`config.mk`:
```
export PLATFORM = sky130hd
export DESIGN_NAME = ext_irq_ctrl
export DESIGN_NICKNAME = d
export VERILOG_FILES = /design/src/rtl/ext_irq_pkg.sv /design/src/rtl/irq_sync.sv /design/src/rtl/irq_detect.sv /design/src/rtl/ext_irq_decode.sv /design/src/rtl/ext_irq_ctrl.sv
export SDC_FILE = /design/constraint.sdc
export NUM_CORES = 1
export LEC_CHECK = 0
export CELL_PAD_IN_SITES_DETAIL_PLACEMENT = 0
export CELL_PAD_IN_SITES_GLOBAL_PLACEMENT = 1
export CORE_MARGIN = 1
export CORE_UTILIZATION = 50
export DETAILED_ROUTE_END_ITERATION = 6
export GPL_ROUTABILITY_DRIVEN = 0
export PLACE_DENSITY_LB_ADDON = 0.25
export RECOVER_POWER = 50
export SYNTH_ARGS = -nofsm -noshare
export SYNTH_HDL_FRONTEND = slang
export SYNTH_SLANG_ARGS = --single-unit
```
`constraint.sdc`:
```
create_clock -name clk_i -period 7.1 [get_ports clk_i]
set_input_delay 2.13 -clock clk_i [delete_from_list [all_inputs] [get_ports clk_i]]
set_output_delay 2.13 -clock clk_i [all_outputs]
set_load 0.005 [all_outputs]
```
`src/rtl/ext_irq_pkg.sv`:
```
package ext_irq_pkg;

  localparam int unsigned MAX_CH = 32;
  localparam int unsigned IDX_W  = 5;

  localparam logic [5:0] SNS_LOW  = 6'h01;
  localparam logic [5:0] SNS_HIGH = 6'h02;
  localparam logic [5:0] SNS_FALL = 6'h04;
  localparam logic [5:0] SNS_RISE = 6'h08;
  localparam logic [5:0] SNS_BOTH = 6'h0C;

  localparam logic [11:0] OFS_PEND   = 12'h000;
  localparam logic [11:0] OFS_EN_CLR = 12'h004;
  localparam logic [11:0] OFS_EN_SET = 12'h008;
  localparam logic [11:0] OFS_DET    = 12'h100;
  localparam logic [11:0] OFS_CFG    = 12'h180;

  typedef enum logic [2:0] {
    M_OFF, M_LOW, M_HIGH, M_FALL, M_RISE, M_BOTH
  } sense_e;

  typedef enum logic [2:0] {
    RD_NONE, RD_PEND, RD_EN, RD_DET, RD_CFG
  } rd_sel_e;

  function automatic sense_e sense_decode(input logic [5:0] code);
    case (code)
      SNS_LOW:  return M_LOW;
      SNS_HIGH: return M_HIGH;
      SNS_FALL: return M_FALL;
      SNS_RISE: return M_RISE;
      SNS_BOTH: return M_BOTH;
      default:  return M_OFF;
    endcase
  endfunction

endpackage

```
`src/rtl/irq_sync.sv`:
```
module irq_sync #(
  parameter int unsigned W = 32
) (
  input  logic         clk_i,
  input  logic         rst_ni,
  input  logic [W-1:0] d_i,
  output logic [W-1:0] q_o
);
  logic [W-1:0] s1_q, s2_q;

  always_ff @(posedge clk_i or negedge rst_ni) begin
    if (!rst_ni) begin
      s1_q <= '0;
      s2_q <= '0;
    end else begin
      s1_q <= d_i;
      s2_q <= s1_q;
    end
  end

  assign q_o = s2_q;
endmodule

```
`src/rtl/irq_detect.sv`:
```
module irq_detect
  import ext_irq_pkg::*;
(
  input  logic   clk_i,
  input  logic   rst_ni,
  input  logic   smp_i,
  input  sense_e mode_i,
  input  logic   clr_i,
  output logic   det_o
);
  logic prev_q, det_q, det_d;
  logic rise, fall;

  assign rise = smp_i & ~prev_q;
  assign fall = ~smp_i & prev_q;

  always_comb begin
    case (mode_i)
      M_LOW:   det_d = ~smp_i;
      M_HIGH:  det_d = smp_i;
      M_FALL:  det_d = fall | (det_q & ~clr_i);
      M_RISE:  det_d = rise | (det_q & ~clr_i);
      M_BOTH:  det_d = rise | fall | (det_q & ~clr_i);
      default: det_d = 1'b0;
    endcase
  end

  always_ff @(posedge clk_i or negedge rst_ni) begin
    if (!rst_ni) begin
      prev_q <= 1'b0;
      det_q  <= 1'b0;
    end else begin
      prev_q <= smp_i;
      det_q  <= det_d;
    end
  end

  assign det_o = det_q;
endmodule

```
`src/rtl/ext_irq_decode.sv`:
```
module ext_irq_decode
  import ext_irq_pkg::*;
#(
  parameter int unsigned N_CH   = 32,
  parameter int unsigned ADDR_W = 12
) (
  input  logic [ADDR_W-1:0] addr_i,
  output rd_sel_e           sel_o,
  output logic              set_o,
  output logic [N_CH-1:0]   cfg_hit_o
);
  localparam int unsigned HI_W = ADDR_W - 7;

  logic [IDX_W-1:0] idx;
  logic             in_cfg;

  assign idx    = addr_i[6:2];
  assign in_cfg = (addr_i[ADDR_W-1:7] == HI_W'(OFS_CFG >> 7)) && (addr_i[1:0] == 2'b00)
                  && (32'(idx) < N_CH);
  assign set_o  = (addr_i == ADDR_W'(OFS_EN_SET));

  always_comb begin
    if (addr_i == ADDR_W'(OFS_PEND))        sel_o = RD_PEND;
    else if (addr_i == ADDR_W'(OFS_EN_CLR)) sel_o = RD_EN;
    else if (addr_i == ADDR_W'(OFS_DET))    sel_o = RD_DET;
    else if (in_cfg)                        sel_o = RD_CFG;
    else                                    sel_o = RD_NONE;
  end

  always_comb begin
    for (int i = 0; i < N_CH; i++) cfg_hit_o[i] = in_cfg && (idx == IDX_W'(i));
  end
endmodule

```
`src/rtl/ext_irq_ctrl.sv`:
```
module ext_irq_ctrl
  import ext_irq_pkg::*;
#(
  parameter int unsigned N_CH   = 32,
  parameter int unsigned ADDR_W = 12,
  parameter int unsigned DATA_W = 32
) (
  input  logic              clk_i,
  input  logic              rst_ni,
  input  logic [ADDR_W-1:0] addr_i,
  input  logic              we_i,
  input  logic [DATA_W-1:0] wdata_i,
  output logic [DATA_W-1:0] rdata_o,
  input  logic [N_CH-1:0]   pins_i,
  output logic [N_CH-1:0]   irq_o
);
  logic [N_CH-1:0]      smp;
  logic [N_CH-1:0]      en_q, det_q, clr;
  logic [N_CH-1:0][5:0] cfg_q;
  logic [N_CH-1:0]      cfg_hit;
  rd_sel_e              sel;
  logic                 set_hit;
  logic [5:0]           cfg_rd;

  irq_sync #(.W(N_CH)) i_sync (
    .clk_i (clk_i),
    .rst_ni(rst_ni),
    .d_i   (pins_i),
    .q_o   (smp)
  );

  ext_irq_decode #(.N_CH(N_CH), .ADDR_W(ADDR_W)) i_decode (
    .addr_i   (addr_i),
    .sel_o    (sel),
    .set_o    (set_hit),
    .cfg_hit_o(cfg_hit)
  );

  always_ff @(posedge clk_i or negedge rst_ni) begin
    if (!rst_ni) begin
      en_q <= '0;
    end else if (we_i && sel == RD_EN) begin
      en_q <= en_q & ~wdata_i[N_CH-1:0];
    end else if (we_i && set_hit) begin
      en_q <= en_q | wdata_i[N_CH-1:0];
    end
  end

  assign clr = (we_i && sel == RD_DET) ? wdata_i[N_CH-1:0] : '0;

  for (genvar g = 0; g < N_CH; g++) begin : g_ch
    always_ff @(posedge clk_i or negedge rst_ni) begin
      if (!rst_ni)                  cfg_q[g] <= '0;
      else if (we_i && cfg_hit[g])  cfg_q[g] <= wdata_i[5:0];
    end

    irq_detect i_det (
      .clk_i (clk_i),
      .rst_ni(rst_ni),
      .smp_i (smp[g]),
      .mode_i(sense_decode(cfg_q[g])),
      .clr_i (clr[g]),
      .det_o (det_q[g])
    );
  end

  assign irq_o = det_q & en_q;

  always_comb begin
    cfg_rd = '0;
    for (int i = 0; i < N_CH; i++) if (cfg_hit[i]) cfg_rd = cfg_q[i];
  end

  always_comb begin
    case (sel)
      RD_PEND: rdata_o = DATA_W'(det_q & en_q);
      RD_EN:   rdata_o = DATA_W'(en_q);
      RD_DET:  rdata_o = DATA_W'(det_q);
      RD_CFG:  rdata_o = DATA_W'(cfg_rd);
      default: rdata_o = '0;
    endcase
  end
endmodule

```
# == After elaboration in Yosys (flattened, before gate mapping) ==
# Index checks and enable logic that the tools add are counted.
# word_totals
reg_bits,352
mem_count,0
rom_bits,0
output_inout_bits,64
inputBits,79
ramBits,0
latch_bits,0
# classes
addsub,0
div,0
magnitude_cmp,0
n_eq_ne,359
reduce_logical,72
mul,0
bitwise_logic,324
shifts,0
n_mux,104
# op_table
cell,count
$pmux W3 S5,32
$eq A6 B4 Y1 const B,64
$eq A3 B2 Y1 const B,66
$eq A3 B3 Y1 const B,65
$eq A6 B1 Y1 const B,32
$eq A6 B2 Y1 const B,32
$eq A6 B3 Y1 const B,32
$mux W6,32
$pmux W1 S5,32
$or A1 B1 Y1,128
$pmux W32 S4,1
$eq A3 B1 Y1 const B,33
$and A1 B1 Y1,96
$mux W32,3
$not A1 Y1,96
$eq A5 B5 Y1 const B,16
$logic_and A1 B1 Y1,68
$and A32 B32 Y32,2
$eq A5 B4 Y1 const B,8
$not A32 Y32,1
$or A32 B32 Y32,1
$eq A5 B3 Y1 const B,4
$eq A5 B2 Y1 const B,3
$eq A12 B3 Y1 const B,1
8 further kinds,11

# == Depth between registers and ports, before layout ==
# logic_depth
depth_word,36
ltp_mapped,12

# == Hierarchy ==
# From an unflattened synthesis, not the netlist that was laid out.
# hier_totals
hier_cells,1956
hier_area_um2,19520.0
# modules_own_cells
mod,area_per_inst_um2,cells_each,n_inst
ext_irq_ctrl,13232.7,1351,1
irq_detect,136.4,15,32
irq_sync,1601.5,64,1
ext_irq_decode,321.6,61,1

# == Worst setup path before layout ==
# OpenSTA, ideal clock, no wires.
# synth_path
kind,input to output
start,input port addr_i[6]
end,output port rdata_o[3]
stages,10
setup_slack_ns,0.919
t_arrival_ns,4.051
path_cell_list,buf_6 or4_1 buf_4 nor3_4 buf_4 a21oi_1 o21ai_1 a21oi_1 o31a_1 or4_1
# synth_between
elab_chain_cells,35
# synth_rtl
element,line_no,text
start: declaration,ext_irq_ctrl.sv:10,"input logic [ADDR_W-1:0] addr_i,"
$logic_not A5 Y1,ext_irq_decode.sv:31,for (int i = 0; i < N_CH; i++) cfg_hit_o[i] = in_cfg && (idx == IDX_W'(i));
$logic_and A1 B1 Y1,ext_irq_decode.sv:31,
$mux W6 (32 in series),ext_irq_ctrl.sv:71,for (int i = 0; i < N_CH; i++) if (cfg_hit[i]) cfg_rd = cfg_q[i];
$pmux W32 S4 (*),ext_irq_ctrl.sv:75,case (sel)
end: declaration,ext_irq_ctrl.sv:13,"output logic [DATA_W-1:0] rdata_o,"
# Mark *: on every way between the ends. The rest lies on a longest branch, timed or not.

# == Final worst setup path ==
# layout_path
start,input port addr_i[3]
end,output port rdata_o[5]
# The elaborated chain is that of the path after synthesis.

==> summary.md <==
| Metric | Value |
|---|---|
| Total number of vias | between 15k and 20k |
| Clock buffer count from CTS | 40 |
| Reg2Reg Depth | 7 |
| Count of input and output buffers | 142 |
| Clock power frac | 46.1% |
| Clk buf depth | 3 |
| Die ar. | slightly below 0.04 mm² |
| Grt ovf | 0 |
| Sequential share of the synthesized area | approximately 47% |
| H-tree levels | 2 |
| # setup viols final | 0 |
| Crit path max-delay cell type | clkdlybuf4s50_1 |
| Post-synth top cells | dfrtp_1, a21oi_1, nor2_1, mux2_2, inv_1 |
| Worst path max stage delay | 490 ps |
| Final hold vios | 0 |
| Cell mode on critical path | buf_4 |
| Largest net degree at the start of global routing | between 150 and 200 |
| Switching power | around 1.0 mW |
| Peak VDD IR | between 0.00015 and 0.0002 V |
| Cell Area, Placed | around 0.022 mm² |
| Vias in the first global route | 15.88k |
| Final Skew | 9.320 ps |
| Worst r2r dst | g_ch[1].i_det.det_o |
| Initial antenna violation count | 2 |
| Hold path cells | 0 |
| Worst-Margin Slew | 3441 ps |
| Worst hold slack | ~350 ps |
| Post-synth top area share | between 40% and 50% |
| DRC Markers | 0 |
| Critical path's top delay family | buffers and inverters |
| Die height | roughly 200 µm |
| Worst EP required | slightly below 5000 ps |
| Sw frac | 23.65% |
| Internal Dissipation | 3.388 mW |
| Tot GR Track Use | between 30% and 40% |
| Pwr Total | 4.437 mW |
| # IOs | about 140 |
| Stages on worst setup path | 11 |
| Share of layout cells above drive strength 1 | between 20% and 30% |
| Final WL | between 50000 and 60000 µm |
| Hold endpoint | i_sync.q_o[16] |
| Hold_sp | i_sync.s1_q[16] |
| Total leakage power | 10.46 nW |
| Post-synth net total | roughly 2.0k |
| Routed len/inst | 21.65 µm |
| Num Clock Sinks | between 300 and 400 |
| Final Cycle Share | ~99% |
| Non-filler instance count after layout | approximately 2.7k |
| Cells after synthesis | ~1.9k |
| Dominant synthesized flop cell | dfrtp_1 |
| R2R setup slack | about 5300 ps |
| Final Util | about 62% |
| DP Cell Count | 2581 |
| Fmax | 142.0 MHz |
| FP Rows | 70 |
| Status | complete, but fails checks |
| Die width | 196.3 µm |
| Post-route cell area | around 0.023 mm² |
| Routed Antenna Nets | 0 |
| Number of max-cap violations | 2 |
| Net count, final | 2268 |
| Peak fanout along the critical path | 18 |
| DR vias/cell | 6.127 |
| Post-Syn Area | 0.01888 mm² |
| R2R Path Start | cfg_q[6] |
| YS warnings | 0 |
| Failing checks | capacitance limit, slew limit |
| Root buffer cell | clkbuf_16 |
| First-pass GRT wire length | around 90000 µm |
| EDFF count, synth | 0 |
| DRT iter0 DRCs | 1470 |
| RSZ-0062 raised after global routing | no |
| Synth cell types | 74 |
| Clk slew on worst S/H paths | about 60 ps |
| FF/Latch Area | slightly below 0.009 mm² |
| Reg power frac | 46.9% |
| Critical Path Start Type | input pin |
| Top-count cell post-synth | dfrtp_1 |
| Initial Util | between 50% and 60% |
| Power Dens Cells | 192.7 mW/mm² |
| Area of the multi-input gates | 0.009492 mm² |
| Cell accounting for the most synthesized area | dfrtp_1 |
| Worst skew pair latency | ~540 ps |
| Fin crit period | 7044 ps |
| Worst path cell trace | buf_2 > buf_4 > buf_4 > mux4_2 > a22o_1 > a311oi_1 > buf_4 > o22ai_2 > o21ai_2 > o2111ai_2 > clkdlybuf4s50_1 |
| Layout fillers | roughly 3.0k |
| Setup CP Type | in -> out |
| Post-DP HPWL | between 40000 and 50000 µm |
| Arr. time, crit path | 4910 ps |
| CTS tree | yes |
| CP bufs+invs | 5 |
| Core area | between 0.03 and 0.04 mm² |
| Drt pass-1 iters | 6 |
| Top cells by area, synth | dfrtp_1, mux2_2, a21oi_1, nor2_1, ha_1 |
| #FFs+latches synth | approximately 350 |
| Combinational share of power | 6.9% |
| Rel. slew slack | -129.4% |
| Syn avg cell area | a little under 10 µm² |
| Hold Path Class | reg -> reg |
| Asr flop ratio synth | 100.0% |
| CP Capture Type | primary output |
| Area growth syn-to-layout | 21.99% |
| Max-slew violation count | roughly 190 |
[flip-flops by register name, indices dropped and copies added (netlist names), named ones only]
signal and cells:
cfg_q 192, g_ch.i_det.det_o 32, g_ch.i_det.prev_q 32, i_sync.q_o 32
i_sync.s1_q 32
[stage by stage]
step / setup WS, ps / setup TNS (ps)
after floorplan: 919.4 / 0
after global routing: 1.839 / 0
final: 56.30 / 0
after global placement: -527.1 / -5747
after detailed placement: -548.1 / -6264
after CTS: -107.9 / -350.6
[how the worst max path moves through the flow]
stage | from | end | slack [ps]
detailed placement | addr_i[6] | rdata_o[4] | -550
finish | addr_i[3] | rdata_o[5] | 60
CTS | addr_i[0] | rdata_o[4] | -110
global route | rst_ni | i_sync.q_o[5] | 2
floorplan | addr_i[6] | rdata_o[3] | 920
global placement | addr_i[6] | rdata_o[4] | -530
[routing by layer]
metal	track usage (%)	share of wire (%)	vias up
met5	0	0.023	-
met4	9.578	2.9	2
met3	4.676	7.6	133
met2	48.70	46	620
met1	41.89	43	8119
li1	-	-	7370
[power by group through the flow]
stage / clock [mW] / sequential (mW) / combinational, mW
after floorplan: 0 / 2.11 / 0.137
after global placement: 0 / 2.12 / 0.300
after detailed placement: 0 / 2.12 / 0.306
after CTS: 2.07 / 2.08 / 0.310
after global routing: 2.15 / 2.09 / 0.339
final: 2.05 / 2.08 / 0.307
[timing repair]
item,4_1_cts,5_1_grt
setup buffers,5,4
hold buffers,0,0
gates resized for setup,34,14
pin swaps,13,6
endpoints found under the hold margin,0,0
endpoints found under the setup margin,30,25
[final cells by class]
cell class              count  area share, %
well taps                 504          2.739
repair buffers            271          10.63
multi-input cells        1359          41.22
clock inverters             8         0.5108
diodes                      1        0.01087
clock buffers              55          4.988
inverters                 101          1.646
flip-flops and latches    352          38.25
[cell families after synthesis]
family | after synthesis | share of synthesized area [%]
mux | 234 | 14.02
compound gates | 483 | 15.58
buf+inv | 189 | 3.944
fa+ha+maj | 64 | 4.242
simple gates | 552 | 14.34
flops | 352 | 46.67
xor+xnor | 26 | 1.206
[placed cells by master, fill, tap and decap left out, drive strengths merged, types with 11 or more instances in the layout]
| master | count |
|---|---|
| a211oi | 13 |
| a21oi | 236 |
| a221oi | 27 |
| a22oi | 21 |
| a31oi | 29 |
| and2 | 35 |
| buf | 136 |
| clkbuf | 58 |
| clkdlybuf4s50 | 86 |
| dfrtp | 352 |
| dlygate4sd3 | 32 |
| ha | 64 |
| inv | 101 |
| mux2 | 193 |
| mux2i | 36 |
| nand2 | 96 |
| nand3 | 37 |
| nor2 | 225 |
| nor2b | 11 |
| nor3 | 31 |
| nor4 | 42 |
| nor4b | 25 |
| o211ai | 12 |
| o21ai | 65 |
| o22ai | 12 |
| or3 | 24 |
| xnor2 | 24 |
Power figures use the tool's default switching activity.
